--- config.mk ---
export PLATFORM = sky130hd
export DESIGN_NAME = irq_ctrl
export DESIGN_NICKNAME = d
export VERILOG_FILES = /design/src/rtl/irq_pkg.sv /design/src/rtl/irq_pending.sv /design/src/rtl/irq_regs.sv /design/src/rtl/irq_arbiter.sv /design/src/rtl/irq_ctrl.sv
export SDC_FILE = /design/constraint.sdc
export NUM_CORES = 1
export LEC_CHECK = 0
export ABC_CLOCK_PERIOD_IN_PS = 26700
export CAP_MARGIN = 15
export CORE_ASPECT_RATIO = 0.9
export CORE_UTILIZATION = 45
export DETAILED_ROUTE_END_ITERATION = 7
export PLACE_DENSITY = 0.78
export RECOVER_POWER = 25
export SYNTH_ARGS = -nofsm -noshare
export SYNTH_HDL_FRONTEND = slang
export SYNTH_SLANG_ARGS = --single-unit
--- constraint.sdc ---
create_clock -name clk_i -period 26.7 [get_ports clk_i]
set_input_delay 2.67 -clock clk_i [delete_from_list [all_inputs] [get_ports clk_i]]
set_output_delay 2.67 -clock clk_i [all_outputs]
set_load 0.05 [all_outputs]
--- src/rtl/irq_pkg.sv ---
package irq_pkg;
  localparam int ADDR_W = 4;

  typedef enum logic [ADDR_W-1:0] {
    REG_CTRL  = 4'd0,
    REG_MASK  = 4'd1,
    REG_ACK   = 4'd2,
    REG_PEND  = 4'd3,
    REG_PRIO0 = 4'd4
  } reg_addr_e;
endpackage

--- src/rtl/irq_pending.sv ---
module irq_pending #(
  parameter int N_SRC = 16
) (
  input  logic             clk_i,
  input  logic             rst_ni,
  input  logic [N_SRC-1:0] req_i,
  input  logic [N_SRC-1:0] clr_i,
  output logic [N_SRC-1:0] pend_o
);
  logic [N_SRC-1:0] pend_q;

  // request wins over a same-cycle acknowledge
  always_ff @(posedge clk_i or negedge rst_ni) begin
    if (!rst_ni) pend_q <= '0;
    else         pend_q <= req_i | (pend_q & ~clr_i);
  end

  assign pend_o = pend_q;

  a_r2_pending_held: assert property (@(posedge clk_i) disable iff (!rst_ni)
    1'b1 |=> (($past(pend_q & ~clr_i) & ~pend_q) == '0));

  a_r3_ack_clears: assert property (@(posedge clk_i) disable iff (!rst_ni)
    1'b1 |=> ((pend_q & $past(clr_i & ~req_i)) == '0));
endmodule

--- src/rtl/irq_regs.sv ---
module irq_regs
  import irq_pkg::*;
#(
  parameter int N_SRC  = 16,
  parameter int LVL_W  = 4,
  parameter int ID_W   = 5,
  parameter int DATA_W = 32
) (
  input  logic                         clk_i,
  input  logic                         rst_ni,
  input  logic                         we_i,
  input  logic [ADDR_W-1:0]            addr_i,
  input  logic [DATA_W-1:0]            wdata_i,
  input  logic [N_SRC-1:0]             pend_i,
  output logic                         en_o,
  output logic [N_SRC-1:0]             mask_o,
  output logic [N_SRC-1:0][LVL_W-1:0]  lvl_o,
  output logic [N_SRC-1:0]             clr_o,
  output logic [DATA_W-1:0]            rdata_o
);
  localparam int PER_WORD = DATA_W / LVL_W;
  localparam int N_WORDS  = (N_SRC + PER_WORD - 1) / PER_WORD;

  logic                        en_q;
  logic [N_SRC-1:0]            mask_q;
  logic [N_SRC-1:0][LVL_W-1:0] lvl_q;

  always_ff @(posedge clk_i or negedge rst_ni) begin
    if (!rst_ni) begin
      en_q   <= 1'b0;
      mask_q <= '0;
    end else if (we_i) begin
      if (addr_i == REG_CTRL) en_q   <= wdata_i[0];
      if (addr_i == REG_MASK) mask_q <= wdata_i[N_SRC-1:0];
    end
  end

  for (genvar i = 0; i < N_SRC; i++) begin : g_src
    localparam int WORD = i / PER_WORD;
    localparam int SLOT = i % PER_WORD;

    always_ff @(posedge clk_i or negedge rst_ni) begin
      if (!rst_ni) lvl_q[i] <= '0;
      else if (we_i && addr_i == ADDR_W'(REG_PRIO0 + WORD))
        lvl_q[i] <= wdata_i[SLOT*LVL_W +: LVL_W];
    end

    assign clr_o[i] = we_i && (addr_i == REG_ACK) &&
                      (wdata_i[ID_W-1:0] == ID_W'(i));
  end

  always_comb begin
    rdata_o = '0;
    case (addr_i)
      REG_CTRL: rdata_o[0]         = en_q;
      REG_MASK: rdata_o[N_SRC-1:0] = mask_q;
      REG_PEND: rdata_o[N_SRC-1:0] = pend_i;
      default: begin
        for (int w = 0; w < N_WORDS; w++) begin
          if (addr_i == ADDR_W'(REG_PRIO0 + w)) begin
            for (int j = 0; j < PER_WORD; j++) begin
              if (w * PER_WORD + j < N_SRC)
                rdata_o[j*LVL_W +: LVL_W] = lvl_q[w*PER_WORD + j];
            end
          end
        end
      end
    endcase
  end

  assign en_o   = en_q;
  assign mask_o = mask_q;
  assign lvl_o  = lvl_q;
endmodule

--- src/rtl/irq_arbiter.sv ---
module irq_arbiter #(
  parameter int N_SRC = 16,
  parameter int LVL_W = 4,
  parameter int ID_W  = 5
) (
  input  logic [N_SRC-1:0]            elig_i,
  input  logic [N_SRC-1:0][LVL_W-1:0] lvl_i,
  output logic                        valid_o,
  output logic [ID_W-1:0]             id_o
);
  logic [LVL_W-1:0] best_lvl;

  // scan downward with >= so that ties settle on the lowest index
  always_comb begin
    valid_o  = 1'b0;
    best_lvl = '0;
    id_o     = '0;
    for (int i = N_SRC - 1; i >= 0; i--) begin
      if (elig_i[i] && (!valid_o || lvl_i[i] >= best_lvl)) begin
        valid_o  = 1'b1;
        best_lvl = lvl_i[i];
        id_o     = ID_W'(i);
      end
    end
  end

  always_comb begin
    if (valid_o) begin
      for (int k = 0; k < N_SRC; k++) begin
        if (elig_i[k]) begin
          a_r6_no_higher_level: assert (lvl_i[k] <= best_lvl);
          if (lvl_i[k] == best_lvl)
            a_r7_low_index_tie: assert (ID_W'(k) >= id_o);
        end
      end
    end
  end
endmodule

--- src/rtl/irq_ctrl.sv ---
module irq_ctrl
  import irq_pkg::*;
#(
  parameter int N_SRC  = 16,
  parameter int LVL_W  = 4,
  parameter int ID_W   = 5,
  parameter int DATA_W = 32,
  parameter int NMI_ID = 31
) (
  input  logic                 clk_i,
  input  logic                 rst_ni,
  input  logic [N_SRC-1:0]     irq_req_i,
  input  logic                 nmi_i,
  input  logic                 reg_we_i,
  input  logic [ADDR_W-1:0]    reg_addr_i,
  input  logic [DATA_W-1:0]    reg_wdata_i,
  output logic [DATA_W-1:0]    reg_rdata_o,
  output logic                 irq_o,
  output logic [ID_W-1:0]      irq_id_o
);
  logic                        en;
  logic [N_SRC-1:0]            mask, clr, pend, elig;
  logic [N_SRC-1:0][LVL_W-1:0] lvl;
  logic                        win_valid;
  logic [ID_W-1:0]             win_id;
  logic                        nmi_q, irq_q;
  logic [ID_W-1:0]             id_q;

  irq_regs #(.N_SRC(N_SRC), .LVL_W(LVL_W), .ID_W(ID_W), .DATA_W(DATA_W)) u_regs (
    .clk_i   (clk_i),
    .rst_ni  (rst_ni),
    .we_i    (reg_we_i),
    .addr_i  (reg_addr_i),
    .wdata_i (reg_wdata_i),
    .pend_i  (pend),
    .en_o    (en),
    .mask_o  (mask),
    .lvl_o   (lvl),
    .clr_o   (clr),
    .rdata_o (reg_rdata_o)
  );

  irq_pending #(.N_SRC(N_SRC)) u_pend (
    .clk_i  (clk_i),
    .rst_ni (rst_ni),
    .req_i  (irq_req_i),
    .clr_i  (clr),
    .pend_o (pend)
  );

  assign elig = pend & ~mask & {N_SRC{en}};

  irq_arbiter #(.N_SRC(N_SRC), .LVL_W(LVL_W), .ID_W(ID_W)) u_arb (
    .elig_i  (elig),
    .lvl_i   (lvl),
    .valid_o (win_valid),
    .id_o    (win_id)
  );

  always_ff @(posedge clk_i or negedge rst_ni) begin
    if (!rst_ni) begin
      nmi_q <= 1'b0;
      irq_q <= 1'b0;
      id_q  <= '0;
    end else begin
      nmi_q <= nmi_i;
      irq_q <= nmi_q | win_valid;
      if (nmi_q)          id_q <= ID_W'(NMI_ID);
      else if (win_valid) id_q <= win_id;
      else                id_q <= '0;
    end
  end

  assign irq_o    = irq_q;
  assign irq_id_o = id_q;

  a_r9_nmi_wins: assert property (@(posedge clk_i) disable iff (!rst_ni)
    nmi_q |=> (irq_o && irq_id_o == ID_W'(NMI_ID)));

  a_r5_idle_id_zero: assert property (@(posedge clk_i) disable iff (!rst_ni)
    !irq_o |-> (irq_id_o == '0));

  a_r4_enable_gates: assert property (@(posedge clk_i) disable iff (!rst_ni)
    (!en && !nmi_q) |=> !irq_o);
endmodule

=== Word-level counts from Yosys, hierarchy flattened ===
Index checks and enable logic that the tools add are counted.

* Reductions and logical operators: 69
* Bitwise logic cells: 7
* Eq/ne operators: 20
* $lt $le $gt $ge: 15
* Muxes and demuxes: 54

{| class="wikitable"
|+ Operators by type and width
! operator !! number
|-
| two-way mux 4 bit || 31
|-
| two-way mux 32 bit || 2
|-
| greater-or-equal comparator 4 bit || 15
|-
| AND 16 bit || 3
|-
| one-hot mux 15 bit (3 select lines) || 1
|-
| equality test 5 x 4 -> 1 bit (second input constant) || 8
|-
| logical AND 1 bit || 34
|-
| NOT 16 bit || 2
|-
| equality test 5 x 3 -> 1 bit (second input constant) || 4
|-
| two-way mux 1 bit || 16
|-
| two-way mux 16 bit || 1
|-
| OR 16 bit || 1
|-
| zero test 1 bit || 15
|-
| logical OR 1 bit || 15
|-
| equality test 5 x 2 -> 1 bit (second input constant) || 2
|-
| two-way mux 5 bit || 2
|-
| equality test 4 x 2 -> 1 bit (second input constant) || 2
|-
| equality test 4 x 3 -> 1 bit (second input constant) || 2
|-
| equality test 5 x 1 -> 1 bit (second input constant) || 1
|-
| zero test 5 bit || 1
|-
| equality test 4 x 1 -> 1 bit (second input constant) || 1
|-
| zero test 4 bit || 1
|-
| AND reduction 2 bit || 2
|-
| one-hot mux 1 bit (3 select lines) || 1
|-
| other kinds (2) || 2
|}

* Register bits: 104
* Input port bits: 56

=== Logic depth before layout (Yosys ltp) ===
* Depth after elaboration: 66
* Mapped depth: 129

=== Cells and area by module ===
From an unflattened synthesis, not the netlist that was laid out.

* Cells, all modules: 813
* Area total of the unflattened synthesis: 8119.0 µm²

{| class="wikitable"
|+ By module, submodules not included
! module !! instances !! cells an instance !! area each (µm²) !! sequential area each (µm²)
|-
| irq_regs || 1 || 325 || 4215.3 || 2026.9
|-
| irq_arbiter || 1 || 410 || 2945.3 || 0.0
|-
| irq_pending || 1 || 48 || 580.6 || 400.4
|-
| irq_ctrl || 1 || 30 || 377.9 || 175.2
|}

=== Worst setup path before layout ===
No wires, ideal clock.

* Path kind: reg2reg
* From: register u_regs.en_q (netlist: u_regs.en_o)
* To: register id_q[3] (netlist: irq_id_o[3])
* Data arrival time: 21.172 ns
* Period minus slack after synthesis: 21.267 ns
* Slack: 5.433 ns
* Data required time: 26.605 ns
* Setup time: 0.095 ns
* Path buffers: 10
* Cell stages (with the launch flop): 118
* Cell sequence: dfrtp_1 buf_6 and3b_1 nand2_1 ha_1 a21oi_1 o21ai_1 a21o_1 buf_6 a21o_1 ha_1 nand2b_1 a211oi_1 o22ai_2 nor2b_1 or2_2 ha_1 a211oi_1 [82 not listed] ha_1 nand2b_1 a21o_1 a21o_1 a21oi_1 a21oi_1 clkbuf_1 o31a_1 o41ai_2 ha_1 nand2b_1 a21o_1 a21o_1 a21oi_1 o21ai_0 nor2_1 nand3_1 o31ai_1

* Cells in the longest elaborated chain, start to end: 64
* Elaborated cells between the ends (all ways): 110

{| class="wikitable"
|+ RTL lines
! item !! line !! source
|-
| start: declaration || irq_regs.sv:24 || <nowiki>logic en_q;</nowiki>
|-
| start signal: assignment || irq_regs.sv:33 || <nowiki>if (addr_i == REG_CTRL) en_q <= wdata_i[0];</nowiki>
|-
| AND 16 bit * || irq_ctrl.sv:51 || <nowiki>assign elig = pend & ~mask & {N_SRC{en}};</nowiki>
|-
| two-way mux 4 bit / two-way mux 1 bit (equally long branches) || irq_arbiter.sv:19 || <nowiki>if (elig_i[i] && (!valid_o || lvl_i[i] >= best_lvl)) begin</nowiki>
|-
| greater-or-equal comparator 4 bit / zero test 1 bit (equally long branches) || irq_arbiter.sv:19 ||
|-
| logical OR 1 bit || irq_arbiter.sv:19 ||
|-
| logical AND 1 bit || irq_arbiter.sv:19 ||
|-
| two-way mux 4 bit / two-way mux 1 bit (equally long branches) || irq_arbiter.sv:19 ||
|-
| greater-or-equal comparator 4 bit / zero test 1 bit (equally long branches) || irq_arbiter.sv:19 ||
|-
| logical OR 1 bit || irq_arbiter.sv:19 ||
|-
| [48 not listed] || -- ||
|-
| logical AND 1 bit || irq_arbiter.sv:19 ||
|-
| two-way mux 4 bit / two-way mux 1 bit (equally long branches) || irq_arbiter.sv:19 ||
|-
| greater-or-equal comparator 4 bit / zero test 1 bit (equally long branches) || irq_arbiter.sv:19 ||
|-
| logical OR 1 bit || irq_arbiter.sv:19 ||
|-
| logical AND 1 bit || irq_arbiter.sv:19 ||
|-
| two-way mux 4 bit / two-way mux 1 bit (equally long branches) || irq_arbiter.sv:19 ||
|-
| two-way mux 5 bit * || irq_ctrl.sv:69 || <nowiki>else if (win_valid) id_q <= win_id;</nowiki>
|-
| two-way mux 5 bit * || irq_ctrl.sv:68 || <nowiki>if (nmi_q) id_q <= ID_W'(NMI_ID);</nowiki>
|-
| end signal: assignment || irq_ctrl.sv:68 ||
|-
| end signal: assignment || irq_ctrl.sv:69 ||
|-
| end: declaration || irq_ctrl.sv:27 || <nowiki>logic [ID_W-1:0] id_q;</nowiki>
|}

Every way passes the cells marked *; elsewhere a longest branch is shown, timed or not.
A chain may end at the register's enable or synchronous reset.

=== Worst setup path in the final report ===
* From: register u_regs.mask_q[15] (netlist: u_regs.mask_o[15])
* To: register id_q[3] (netlist: irq_id_o[3])

* Cells in the longest elaborated chain, start to end: 66
* Elaborated cells between the ends (all ways): 112

{| class="wikitable"
|+ RTL lines
! item !! line !! source
|-
| start: declaration || irq_regs.sv:25 || <nowiki>logic [N_SRC-1:0] mask_q;</nowiki>
|-
| start signal: assignment || irq_regs.sv:34 || <nowiki>if (addr_i == REG_MASK) mask_q <= wdata_i[N_SRC-1:0];</nowiki>
|-
| NOT 16 bit * || irq_ctrl.sv:51 ||
|-
| AND 16 bit * (2 in a row) || irq_ctrl.sv:51 ||
|-
| two-way mux 4 bit / two-way mux 1 bit (equally long branches) || irq_arbiter.sv:19 ||
|-
| greater-or-equal comparator 4 bit / zero test 1 bit (equally long branches) || irq_arbiter.sv:19 ||
|-
| logical OR 1 bit || irq_arbiter.sv:19 ||
|-
| logical AND 1 bit || irq_arbiter.sv:19 ||
|-
| two-way mux 4 bit / two-way mux 1 bit (equally long branches) || irq_arbiter.sv:19 ||
|-
| greater-or-equal comparator 4 bit / zero test 1 bit (equally long branches) || irq_arbiter.sv:19 ||
|-
| [49 not listed] || -- ||
|-
| logical AND 1 bit || irq_arbiter.sv:19 ||
|-
| two-way mux 4 bit / two-way mux 1 bit (equally long branches) || irq_arbiter.sv:19 ||
|-
| greater-or-equal comparator 4 bit / zero test 1 bit (equally long branches) || irq_arbiter.sv:19 ||
|-
| logical OR 1 bit || irq_arbiter.sv:19 ||
|-
| logical AND 1 bit || irq_arbiter.sv:19 ||
|-
| two-way mux 4 bit / two-way mux 1 bit (equally long branches) || irq_arbiter.sv:19 ||
|-
| two-way mux 5 bit * || irq_ctrl.sv:69 ||
|-
| two-way mux 5 bit * || irq_ctrl.sv:68 ||
|}

Marked as above.

==> run_results.csv <==
group,metric,value,unit
outcome,status,"finished with violations",
outcome,violations,"max-capacitance violations, max-slew violations",
worst_hold_path,hold_class,"reg2reg",
global_route,grt_max_degree,66,
synth,synth_compound_area_frac,0.235,
critical_path,cp.arrival,24.17,ns
critical_path,critPathKind,"reg2reg",
finish,antenna_cells,0,
finish,area_growth,17.4,%
critical_path,cp-end-kind,"flop",
synth,synth_top_area_frac,0.326,
routing,post_drt_wl_per_cell,19.3,µm
global_route,grt_pass1_wl,36000,µm
routing,dr.pass1.iters,5,
placement,post-dp-hpwl,16800,µm
critical_path,r2r_cells,109,
placement,place_congestion,0.956,
sta,max_slew_margin,-1.34,
synth,yosys_warnings,0,
synth,synthAdderAreaFrac,0.0841,
pwr,power.density,106,nW/µm²
synth,synth_xor_area_frac,0,
placement,dpl_cell_area,9080,µm²
critical_path,path_delay_family,"compound AO/OA/AOI/OAI gates",
clocking,htreeDepth,3,
pwr,p_leak,3.93,nW
clocking,hold_buffers,0,
sta,clock_skew,0.00479,ns
clocking,cts.path.max_buffers,2,
synth,synth_area,7970,µm²
critical_path,cp_slowest_cell,"a21oi_1",
critical_path,worst-path-stages,109,
routing,wl,22300,µm
routing,drtIter0Drc,595,
synth,synth-edff-count,0,
clocking,root_buffer,"clkbuf_16",
global_route,track_usage,0.257,
sta,fin_setup_tns,0,ns
routing,vias,6916,
synth,synth_top_family_by_area,"compound AO/OA/AOI/OAI gates",
placement,portBuffers,93,
critical_path,ff2ff_setup_slack,2.80,ns
synth,yosys.area.top_type,"dfrtp_1",
finish,fin_area,9360,µm²
clocking,numCtsBuffers,9,
clocking,clkLatencyLatePin,0.36,ns
sta,worst_pin_slew,3.50,ns
clocking,cts_resized,0,
critical_path,critPathMaxStageDelay,0.77,ns
finish,drive_gt1_frac,0.169,
synth,async_flop_share,1.00,
routing,via_per_inst,5.98,
run,max_cap_violations,2,
synth,ys_seq_area_frac,0.326,
critical_path,cp_num_buf_inv,7,
die,start_util,0.466,
sta,timing.fmax,41.8,MHz
clocking,cts_sinks,104,
sta,min_period_over_period,0.895,
synth,postSynthCellCount,846,
critical_path,critPathMaxFanout,15,
global_route,grt_overflow,0,
critical_path,worstPathRequired,26.97,ns
finish,final_common_cell,"dfrtp_1",
synth,yosys.cell_types.count,79,
die,num_io_pins,94,
die,die_h,128,µm
clocking,path_clk_slew,0.07,ns
sta,rsz0062_at_grt,"no",
synth,yosys.area_share.simple,0.161,
die,fp-row-count,45,
sta,setup_viol,0,
critical_path,start_kind,"flop",
sta,finalHoldViolations,0,
critical_path,r2r_start,"u_regs.mask_o[15]",
pwr,max-vdd-ir-drop,58.3,µV
clocking,cts_tree,"done",
clocking,post_cts_buffers,0,
die,die_w,142,µm
synth,synth_mux_area_frac,0.140,
routing,ant_nets,0,
finish,utilization,0.547,
die,core_area,17100,µm²
sta,report.final.slew_viol_count,107,
synth,syn_area_per_cell,9.43,µm²
sta,final.min_clock_period,23.90,ns
critical_path,worstSetupEndpoint,"irq_id_o[3]",
finish,most-common-layout-cells,"104 x dfrtp_1, 90 x mux2_2, 90 x clkdlybuf4s50_1",
routing,drc,0,
global_route,first_global_vias,6809,
synth,synth_nets,954,
finish,nets,1024,
synth,synth-seq-cells,104,
critical_path,cpMostUsedCell,"ha_1",
die,die-area,18300,µm²
synth,synth_area_leaders,"dfrtp_1 33%, mux2_2 13%, ha_1 8.2%, nand2b_1 4.6%, a21oi_1 3.5%",
critical_path,startpoint,"u_regs.mask_o[15]",
global_route,antenna_found_initial,0,
critical_path,rr_endpoint,"irq_id_o[3]",
synth,ys.flop_type,"dfrtp_1",
-- cell families (layout without fill, tap and decap cells) --
group	count (synthesis)	in the layout
and+or+nand+nor	229	229
muxes	99	99
DFF	104	104
adders and majority gates	54	54
AOI/OAI and AO/OA	258	258
buffers and inverters	102	177
-- through the flow --
| step | setup slack, ns | hold WS, ns | cells | power, mW |
|---|---|---|---|---|
| floorplan | 5.43 | 0.396 | 846 | 0.712 |
| global placement | 3.67 | 0.418 | 1140 | 0.834 |
| detailed placement | 3.10 | 0.417 | 1140 | 0.853 |
| CTS | 2.97 | 0.445 | 1156 | 0.989 |
| global route | 0.856 | 0.459 | 1156 | 1.09 |
| finish | 2.80 | 0.448 | 1156 | 0.992 |
-- cell usage after synthesis, types with 3 or more instances --
library cell,count
a211oi_1,13
a211oi_2,5
a21o_1,29
a21oi_1,56
a221oi_1,15
a22o_1,16
a31oi_1,4
and2_1,5
and3b_1,7
buf_1,8
buf_2,3
buf_6,5
clkbuf_1,28
dfrtp_1,104
ha_1,52
inv_1,56
mux2_2,90
mux2i_1,6
nand2_1,49
nand2b_1,59
nand3_1,11
nand3b_1,5
nand4_1,3
nor2_1,26
nor2b_1,14
nor3_1,22
o211ai_1,6
o21a_1,12
o21ai_0,41
o21ai_1,8
o21bai_1,4
o22ai_1,4
o311ai_0,4
o31ai_1,8
or2_1,5
or2_2,6
or3_1,3
-- cell type report --
| cell class | instances | area, µm² |
|---|---|---|
| sequential | 104 | 2600 |
| fill | 1564 | 7760 |
| clock inverter | 6 | 50.0 |
| timing repair buffer | 104 | 998 |
| clock buffer | 10 | 239 |
| multi-input combinational | 640 | 4960 |
| inverter | 57 | 214 |
| tap | 235 | 294 |
-- state kept, by name (all words and copies together), names as in the netlist --
name           count
u_regs.mask_o     16
u_regs.lvl_o      64
irq_id_o           5
irq_o              1
nmi_q              1
u_regs.en_o        1
u_pend.pend_o     16
-- worst min path at each step --
stage               slack, ns           to  cells past startpoint  start
finish                   0.45  irq_id_o[4]                      0  nmi_q
global route             0.46  irq_id_o[4]                      0  nmi_q
floorplan                0.40  irq_id_o[4]                      0  nmi_q
detailed placement       0.42  irq_id_o[4]                      0  nmi_q
global placement         0.42  irq_id_o[4]                      0  nmi_q
CTS                      0.44  irq_id_o[4]                      0  nmi_q
-- power by group --
group / leakage, nW / internal (mW) / total [mW] / switching, mW
clock network: 0.129 / 0.0668 / 0.131 / 0.0639
registers: 1.21 / 0.189 / 0.229 / 0.0400
logic: 2.59 / 0.282 / 0.632 / 0.350
-- per-layer routing --
metal,GRT usage,part of all wire
met1,0.350,0.44
met2,0.405,0.46
met3,0.0508,0.070
met4,0.0949,0.030
met5,0,0
No activity file was read; power rests on OpenSTA's default activity.
